`src/rtl/spi_port_pkg.sv`:
```
// Shared register addresses, control layout and sizes for the SPI port.
package spi_port_pkg;

    localparam int BYTE_W = 8;

    typedef enum logic [1:0] {
        ADDR_CTRL = 2'd0,
        ADDR_STAT = 2'd1,
        ADDR_DATA = 2'd2
    } reg_addr_e;

    typedef struct packed {
        logic       irq_en;
        logic       enable;
        logic       lsb_first;
        logic       master;
        logic       cpol;
        logic       cpha;
        logic [1:0] rate;
    } ctrl_t;

    localparam logic [BYTE_W-1:0] CTRL_RST = 8'h04;

endpackage

```
`src/rtl/spi_rate_gen.sv`:
```
// Master half-period tick generator.
// Emits a one-cycle tick every H cycles while run is high, H chosen by rate.
// Assumes H3 is the largest half period and every half period is at least 2.
module spi_rate_gen #(
    parameter int H0 = 2,
    parameter int H1 = 8,
    parameter int H2 = 32,
    parameter int H3 = 64
) (
    input  logic       clk,
    input  logic       rst_n,
    input  logic       run,
    input  logic [1:0] rate,
    output logic       tick
);
    localparam int CW = $clog2(H3);

    logic [CW-1:0] cnt;
    logic [CW-1:0] lim;

    // Select the terminal count for the programmed rate.
    always_comb begin
        case (rate)
            2'd0:    lim = CW'(H0 - 1);
            2'd1:    lim = CW'(H1 - 1);
            2'd2:    lim = CW'(H2 - 1);
            default: lim = CW'(H3 - 1);
        endcase
    end

    assign tick = run && (cnt == lim);

    // Count cycles within the current half period.
    always_ff @(posedge clk) begin
        if (!rst_n)            cnt <= '0;
        else if (!run || tick) cnt <= '0;
        else                   cnt <= cnt + 1'b1;
    end
endmodule

```
`src/rtl/spi_pin_sync.sv`:
```
// Synchronizes the slave clock and select pins and flags clock transitions.
// Assumes STAGES >= 2; the select resets to inactive (high).
module spi_pin_sync #(
    parameter int STAGES = 2
) (
    input  logic clk,
    input  logic rst_n,
    input  logic sck_i,
    input  logic ss_n_i,
    output logic sck_lvl,
    output logic sck_edge,
    output logic ss_n_lvl
);
    logic [STAGES:0] sck_pipe;
    logic [STAGES:0] ss_pipe;

    // Shift both pins through the synchronizer chain.
    always_ff @(posedge clk) begin
        if (!rst_n) begin
            sck_pipe <= '0;
            ss_pipe  <= '1;
        end else begin
            sck_pipe <= {sck_pipe[STAGES-1:0], sck_i};
            ss_pipe  <= {ss_pipe[STAGES-1:0], ss_n_i};
        end
    end

    assign sck_lvl  = sck_pipe[STAGES-1];
    assign sck_edge = sck_pipe[STAGES-1] ^ sck_pipe[STAGES];
    assign ss_n_lvl = ss_pipe[STAGES-1];
endmodule

```
`src/rtl/spi_shift_core.sv`:
```
// Byte shift register with bit counter shared by master and slave modes.
// Leading events sample (phase 0) or present (phase 1) a bit; trailing
// events shift. The shift register is not reset so the data survives reset.
module spi_shift_core #(
    parameter int W = 8
) (
    input  logic         clk,
    input  logic         rst_n,
    input  logic         load,
    input  logic [W-1:0] load_val,
    input  logic         lead_ev,
    input  logic         trail_ev,
    input  logic         clear_cnt,
    input  logic         cpha,
    input  logic         lsb_first,
    input  logic         sdi,
    output logic [W-1:0] shreg,
    output logic         sdo,
    output logic         byte_done
);
    localparam int CNTW = $clog2(W);

    logic [CNTW-1:0] bitcnt;
    logic            samp;
    logic            out_bit;
    logic            first_bit;
    logic            in_bit;
    logic [W-1:0]    sh_next;

    assign first_bit = lsb_first ? shreg[0] : shreg[W-1];
    assign in_bit    = cpha ? sdi : samp;
    assign sh_next   = lsb_first ? {in_bit, shreg[W-1:1]} : {shreg[W-2:0], in_bit};
    assign sdo       = cpha ? out_bit : first_bit;
    assign byte_done = trail_ev && (bitcnt == CNTW'(W - 1));

    // Load a new byte or shift one bit on a trailing event.
    always_ff @(posedge clk) begin
        if (load)          shreg <= load_val;
        else if (trail_ev) shreg <= sh_next;
    end

    // Capture the input on a leading event and present the next output bit.
    always_ff @(posedge clk) begin
        if (!rst_n) begin
            samp    <= 1'b0;
            out_bit <= 1'b0;
        end else if (lead_ev) begin
            samp    <= sdi;
            out_bit <= first_bit;
        end
    end

    // Count trailing events within a byte.
    always_ff @(posedge clk) begin
        if (!rst_n)                      bitcnt <= '0;
        else if (clear_cnt || byte_done) bitcnt <= '0;
        else if (trail_ev)               bitcnt <= bitcnt + 1'b1;
    end
endmodule

```
`src/rtl/spi_port.sv`:
```
// SPI port top: register file, flags, master sequencing and mode muxing.
// Assumes register strobes are single-cycle and one address per cycle.
module spi_port
    import spi_port_pkg::*;
#(
    parameter int HALF_R0     = 2,
    parameter int HALF_R1     = 8,
    parameter int HALF_R2     = 32,
    parameter int HALF_R3     = 64,
    parameter int SYNC_STAGES = 2
) (
    input  logic              clk,
    input  logic              rst_n,
    input  logic [1:0]        addr,
    input  logic              wr_en,
    input  logic              rd_en,
    input  logic [BYTE_W-1:0] wdata,
    output logic [BYTE_W-1:0] rdata,
    input  logic              serial_int_en,
    output logic              irq,
    output logic              sck_o,
    output logic              ss_n_o,
    input  logic              sck_i,
    input  logic              ss_n_i,
    output logic              sdo,
    input  logic              sdi
);
    ctrl_t             ctrl_q;
    logic              spif_q, wcol_q, armed_q;
    logic              m_busy, sck_ph;
    logic              data_wr, data_rd, stat_rd, ctrl_wr;
    logic              master_en, xfer_busy, collide, load, m_start, clr_now;
    logic              tick, m_lead, m_trail;
    logic              s_lvl, s_edge, s_ssn, s_act, s_lead, s_trail;
    logic              lead_ev, trail_ev, clear_cnt, byte_done;
    logic [BYTE_W-1:0] shreg;

    assign ctrl_wr   = wr_en && (addr == ADDR_CTRL);
    assign data_wr   = wr_en && (addr == ADDR_DATA);
    assign data_rd   = rd_en && (addr == ADDR_DATA);
    assign stat_rd   = rd_en && (addr == ADDR_STAT);
    assign master_en = ctrl_q.enable && ctrl_q.master;
    assign s_act     = ctrl_q.enable && !ctrl_q.master && !s_ssn;
    assign xfer_busy = m_busy || s_act;
    assign collide   = data_wr && xfer_busy;
    assign load      = data_wr && !xfer_busy;
    assign m_start   = load && master_en;
    assign clr_now   = armed_q && (data_rd || data_wr);

    assign m_lead    = tick && !sck_ph;
    assign m_trail   = tick && sck_ph;
    assign s_lead    = s_act && s_edge && (s_lvl != ctrl_q.cpol);
    assign s_trail   = s_act && s_edge && (s_lvl == ctrl_q.cpol);
    assign lead_ev   = ctrl_q.master ? m_lead  : s_lead;
    assign trail_ev  = ctrl_q.master ? m_trail : s_trail;
    assign clear_cnt = ctrl_q.master ? m_start : !s_act;

    assign sck_o  = ctrl_q.cpol ^ sck_ph;
    assign ss_n_o = !m_busy;
    assign irq    = spif_q && ctrl_q.irq_en && serial_int_en;

    spi_rate_gen #(
        .H0(HALF_R0), .H1(HALF_R1), .H2(HALF_R2), .H3(HALF_R3)
    ) i_rate (
        .clk  (clk),
        .rst_n(rst_n),
        .run  (m_busy && master_en),
        .rate (ctrl_q.rate),
        .tick (tick)
    );

    spi_pin_sync #(.STAGES(SYNC_STAGES)) i_sync (
        .clk     (clk),
        .rst_n   (rst_n),
        .sck_i   (sck_i),
        .ss_n_i  (ss_n_i),
        .sck_lvl (s_lvl),
        .sck_edge(s_edge),
        .ss_n_lvl(s_ssn)
    );

    spi_shift_core #(.W(BYTE_W)) i_core (
        .clk      (clk),
        .rst_n    (rst_n),
        .load     (load),
        .load_val (wdata),
        .lead_ev  (lead_ev),
        .trail_ev (trail_ev),
        .clear_cnt(clear_cnt),
        .cpha     (ctrl_q.cpha),
        .lsb_first(ctrl_q.lsb_first),
        .sdi      (sdi),
        .shreg    (shreg),
        .sdo      (sdo),
        .byte_done(byte_done)
    );

    // Control register.
    always_ff @(posedge clk) begin
        if (!rst_n)       ctrl_q <= ctrl_t'(CTRL_RST);
        else if (ctrl_wr) ctrl_q <= ctrl_t'(wdata);
    end

    // Master busy: set by a start, cleared at the last edge or on disable.
    always_ff @(posedge clk) begin
        if (!rst_n)          m_busy <= 1'b0;
        else if (!master_en) m_busy <= 1'b0;
        else if (m_start)    m_busy <= 1'b1;
        else if (byte_done)  m_busy <= 1'b0;
    end

    // Master clock phase: toggles on each half-period tick.
    always_ff @(posedge clk) begin
        if (!rst_n)                      sck_ph <= 1'b0;
        else if (!(m_busy && master_en)) sck_ph <= 1'b0;
        else if (tick)                   sck_ph <= !sck_ph;
    end

    // Completion and collision flags with the read-then-access clear.
    always_ff @(posedge clk) begin
        if (!rst_n) begin
            spif_q  <= 1'b0;
            wcol_q  <= 1'b0;
            armed_q <= 1'b0;
        end else begin
            if (byte_done)    spif_q <= 1'b1;
            else if (clr_now) spif_q <= 1'b0;
            if (collide)      wcol_q <= 1'b1;
            else if (clr_now) wcol_q <= 1'b0;
            if (clr_now)                          armed_q <= 1'b0;
            else if (stat_rd && (spif_q || wcol_q)) armed_q <= 1'b1;
        end
    end

    // Read data multiplexer.
    always_comb begin
        case (addr)
            ADDR_CTRL: rdata = ctrl_q;
            ADDR_STAT: rdata = {spif_q, wcol_q, {(BYTE_W-2){1'b0}}};
            ADDR_DATA: rdata = shreg;
            default:   rdata = '0;
        endcase
    end
endmodule

```
`config.mk`:
```
export PLATFORM = sky130hd
export DESIGN_NAME = spi_port
export DESIGN_NICKNAME = d
export VERILOG_FILES = /design/src/rtl/spi_port_pkg.sv /design/src/rtl/spi_rate_gen.sv /design/src/rtl/spi_pin_sync.sv /design/src/rtl/spi_shift_core.sv /design/src/rtl/spi_port.sv
export SDC_FILE = /design/constraint.sdc
export NUM_CORES = 1
export LEC_CHECK = 0
export BUFFER_PORTS_ARGS = -buffer_cell sky130_fd_sc_hd__buf_4
export CAP_MARGIN = 20
export CORE_UTILIZATION = 43
export CTS_BUF_LIST = sky130_fd_sc_hd__clkbuf_8
export DETAILED_ROUTE_END_ITERATION = 16
export HOLD_SLACK_MARGIN = 0.08
export SLEW_MARGIN = 15
export SYNTH_ARGS = -nofsm -noshare
export SYNTH_HDL_FRONTEND = slang
export SYNTH_SLANG_ARGS = --single-unit
```
`constraint.sdc`:
```
create_clock -name clk -period 2.2 [get_ports clk]
set_input_delay 0.22 -clock clk [delete_from_list [all_inputs] [get_ports clk]]
set_output_delay 0.22 -clock clk [all_outputs]
set_load 0.02 [all_outputs]
```
==> out/qor.yml <==
outcome: "completed"
start_util: 0.464
p_int_mw: 1.02
numCtsBuffers: 5
synth.distinct_cells: 44
cts_tree: "built"
cts_hold_buf: 0
clockBufferDepth: 2
fin_crit_ns: 1.90
port_buffers: 29
synth-edff-count: 8
holdWs_ns: 0.111
diodes: 0
fmax_mhz: 527
power_per_cell_area_nw_per_um2: 583
grt_overflow: 0
post-cts-setup-buffers: 0
grt_usage: 0.210
vias_per_cell: 5.48
clock_latency_ns: 0.29
finalNetCount: 250
hold_viol_final: 0
irDropWorstVdd_mv: 0.340
worst_slew_pin_slew_ns: 0.472
grt_max_degree: 25
hp-class: "primary input to flop"
cts-htree-levels: 2
critPathRequiredTime_ns: 2.19
antenna_found_initial: 0
grt_pass1_wl_um: 7000
maxSlewViolCount: 0
totalWireLength_um: 4360
period_share: 0.863
synth_top_area_frac: 0.302
dpl.hpwl_um: 3180
p_sw_uw: 317
fp.dieH_um: 68.9
synth_area_leader_cell: "dfxtp_1"
worstSetupPathType: "flop to flop"
synthCells: 197
syn_nets: 218
cp-end-kind: "flop"
swShare: 0.237
sequentialPowerShare: 0.540
drt_iter0_markers: 63
drcViolationCount: 0
p_leak_nw: 0.897
ant_nets: 0
skew_ns: 0.00488
core_um2: 4140
final_layout_size_suffix_gt1_frac: 0.239
cts-resized-gates: 0
ys.flop_type: "dfxtp_1"
clockRootBuffer: "clkbuf_8"
rsz0062_at_grt: "false"
die_x_um: 68.9
maxCapViolations: 0
area_growth_pct: 19.2
vias: 1533
worstPathArrival_ns: 1.89
rows: 23
synthArstFlopShare: 0
clkTransAtPathRegs_ns: 0.07
routedWlPerCell_um: 15.6
drt-pass1-iter-count: 5
crit_path_start_kind: "flop"
num_io_pins: 30
ys_seq_area_frac: 0.427
ys_top_cells_by_area: "dfxtp_1 (30%), mux2i_1 (12%), edfxtp_1 (12%)"
gp_congestion: 0.762
ys_ff_latch: 37
comb_power_share: 0.097
die_area_um2: 4740
pwr-share-clk: 0.363
slew_headroom: 0.681
avgSynthCellArea_um2: 9.76
cts.sinks: 37
finalSetupTns_ns: 0
setup_violations: 0
grt_pass1_vias: 1470
syn-cell-area_um2: 1920
cp_max_fo: 8
yosys_warnings: 0
## flip-flops by register name (all words and copies together), names as in the netlist
| register | count |
|---|---|
| i_core.bitcnt | 3 |
| i_core.shreg | 8 |
| spif_q | 1 |
| m_busy | 1 |
| i_rate.cnt | 6 |
| armed_q | 1 |
| sck_ph | 1 |
| i_core.out_bit | 1 |
| i_sync.ss_pipe | 2 |
| wcol_q | 1 |
| i_core.samp | 1 |
| ctrl_q | 8 |
| i_sync.sck_pipe | 3 |
## cell usage after synthesis, types with 2 or more instances
| master | number |
|---|---|
| o21ai_0 | 14 |
| nor2b_1 | 9 |
| edfxtp_1 | 8 |
| o2111ai_1 | 3 |
| mux2i_1 | 24 |
| nand3_1 | 6 |
| mux2_2 | 3 |
| ha_1 | 3 |
| nor3_1 | 2 |
| dfxtp_1 | 29 |
| nand2_1 | 21 |
| nor3b_1 | 3 |
| nor2_1 | 17 |
| nand2b_1 | 2 |
| o211ai_1 | 4 |
| and3b_1 | 2 |
| and3_1 | 2 |
| xor2_1 | 5 |
| xnor2_1 | 2 |
| o31ai_1 | 2 |
| clkbuf_1 | 6 |
| and2_1 | 3 |
| o21a_1 | 2 |
| nand3b_1 | 2 |
| inv_1 | 4 |
## logic make-up (layout without fill, tap and decap cells)
family          after synthesis  after routing  synth area share
compound gates               35             35             0.144
xor+xnor                      7              7            0.0319
buf+inv                      12             45            0.0241
simple gates                 76             76             0.211
fa+ha+maj                     3              3            0.0195
mux                          27             27             0.142
flops                        37             37             0.427
## worst max-delay path, cell delays in order (launching register included)
cell      delay [ns]
dfxtp_1         0.48
nor3b_1         0.41
buf_4           0.19
a21boi_2        0.24
or3_2           0.27
## cell usage in the layout (no fill, tap or decap), types with 4 or more instances in the layout
master,instances
buf_4,33
clkbuf_8,6
dfxtp_1,29
edfxtp_1,8
inv_1,6
mux2i_1,24
nand2_1,21
nand3_1,6
nor2_1,17
nor2b_1,9
o211ai_1,4
o21ai_0,14
xor2_1,5
## path summary, 6_finish.rpt
check	startpoint	depth (start not counted)	to	slack (ns)
setup / recovery	ctrl_q[6]	4	i_core.shreg[2]	0.30
hold / removal	ss_n_i	2	i_sync.ss_pipe[0]	0.11
setup reg to reg	ctrl_q[6]	4	i_core.shreg[2]	0.30
hold reg to reg	i_sync.ss_pipe[0]	1	i_sync.ss_pipe[1]	0.41
## metal layers
metal / track usage / vias to the layer above / share of wire
li1: - / 769 / -
met1: 0.248 / 730 / 0.47
met2: 0.362 / 25 / 0.48
met3: 0.0641 / 9 / 0.037
met4: 0.0689 / 0 / 0.014
met5: 0 / - / 0
## area by class of cell
cell class	count	area [um^2]
tap	50	62.6
clock inverter	2	7.51
clock buffer	6	82.6
fill	386	1850
inverter	4	15.0
multi-input combinational	148	1060
sequential	37	821
timing repair buffer	33	248
## power groups by stage
| stage | combinational, mW | sequential [mW] | clock, mW |
|---|---|---|---|
| finish | 0.130 | 0.722 | 0.485 |
| global route | 0.141 | 0.724 | 0.530 |
| CTS | 0.131 | 0.722 | 0.496 |
| detailed placement | 0.130 | 0.737 | 0 |
| global placement | 0.129 | 0.736 | 0 |
| floorplan | 0.0771 | 0.731 | 0 |
## through the flow
stage          utilization  cell area (um^2)  cells  worst slack (ns)  power (mW)
4_1_cts              0.553              2290    280             0.290        1.35
3_3_place_gp         0.531              2200    272             0.411       0.865
3_5_place_dp         0.531              2200    272             0.307       0.868
5_1_grt              0.553              2290    280             0.152        1.40
2_1_floorplan            -              1920    197             0.426       0.808
6_report             0.553              2290    280             0.301        1.34
No activity file was read; power rests on OpenSTA's default activity.
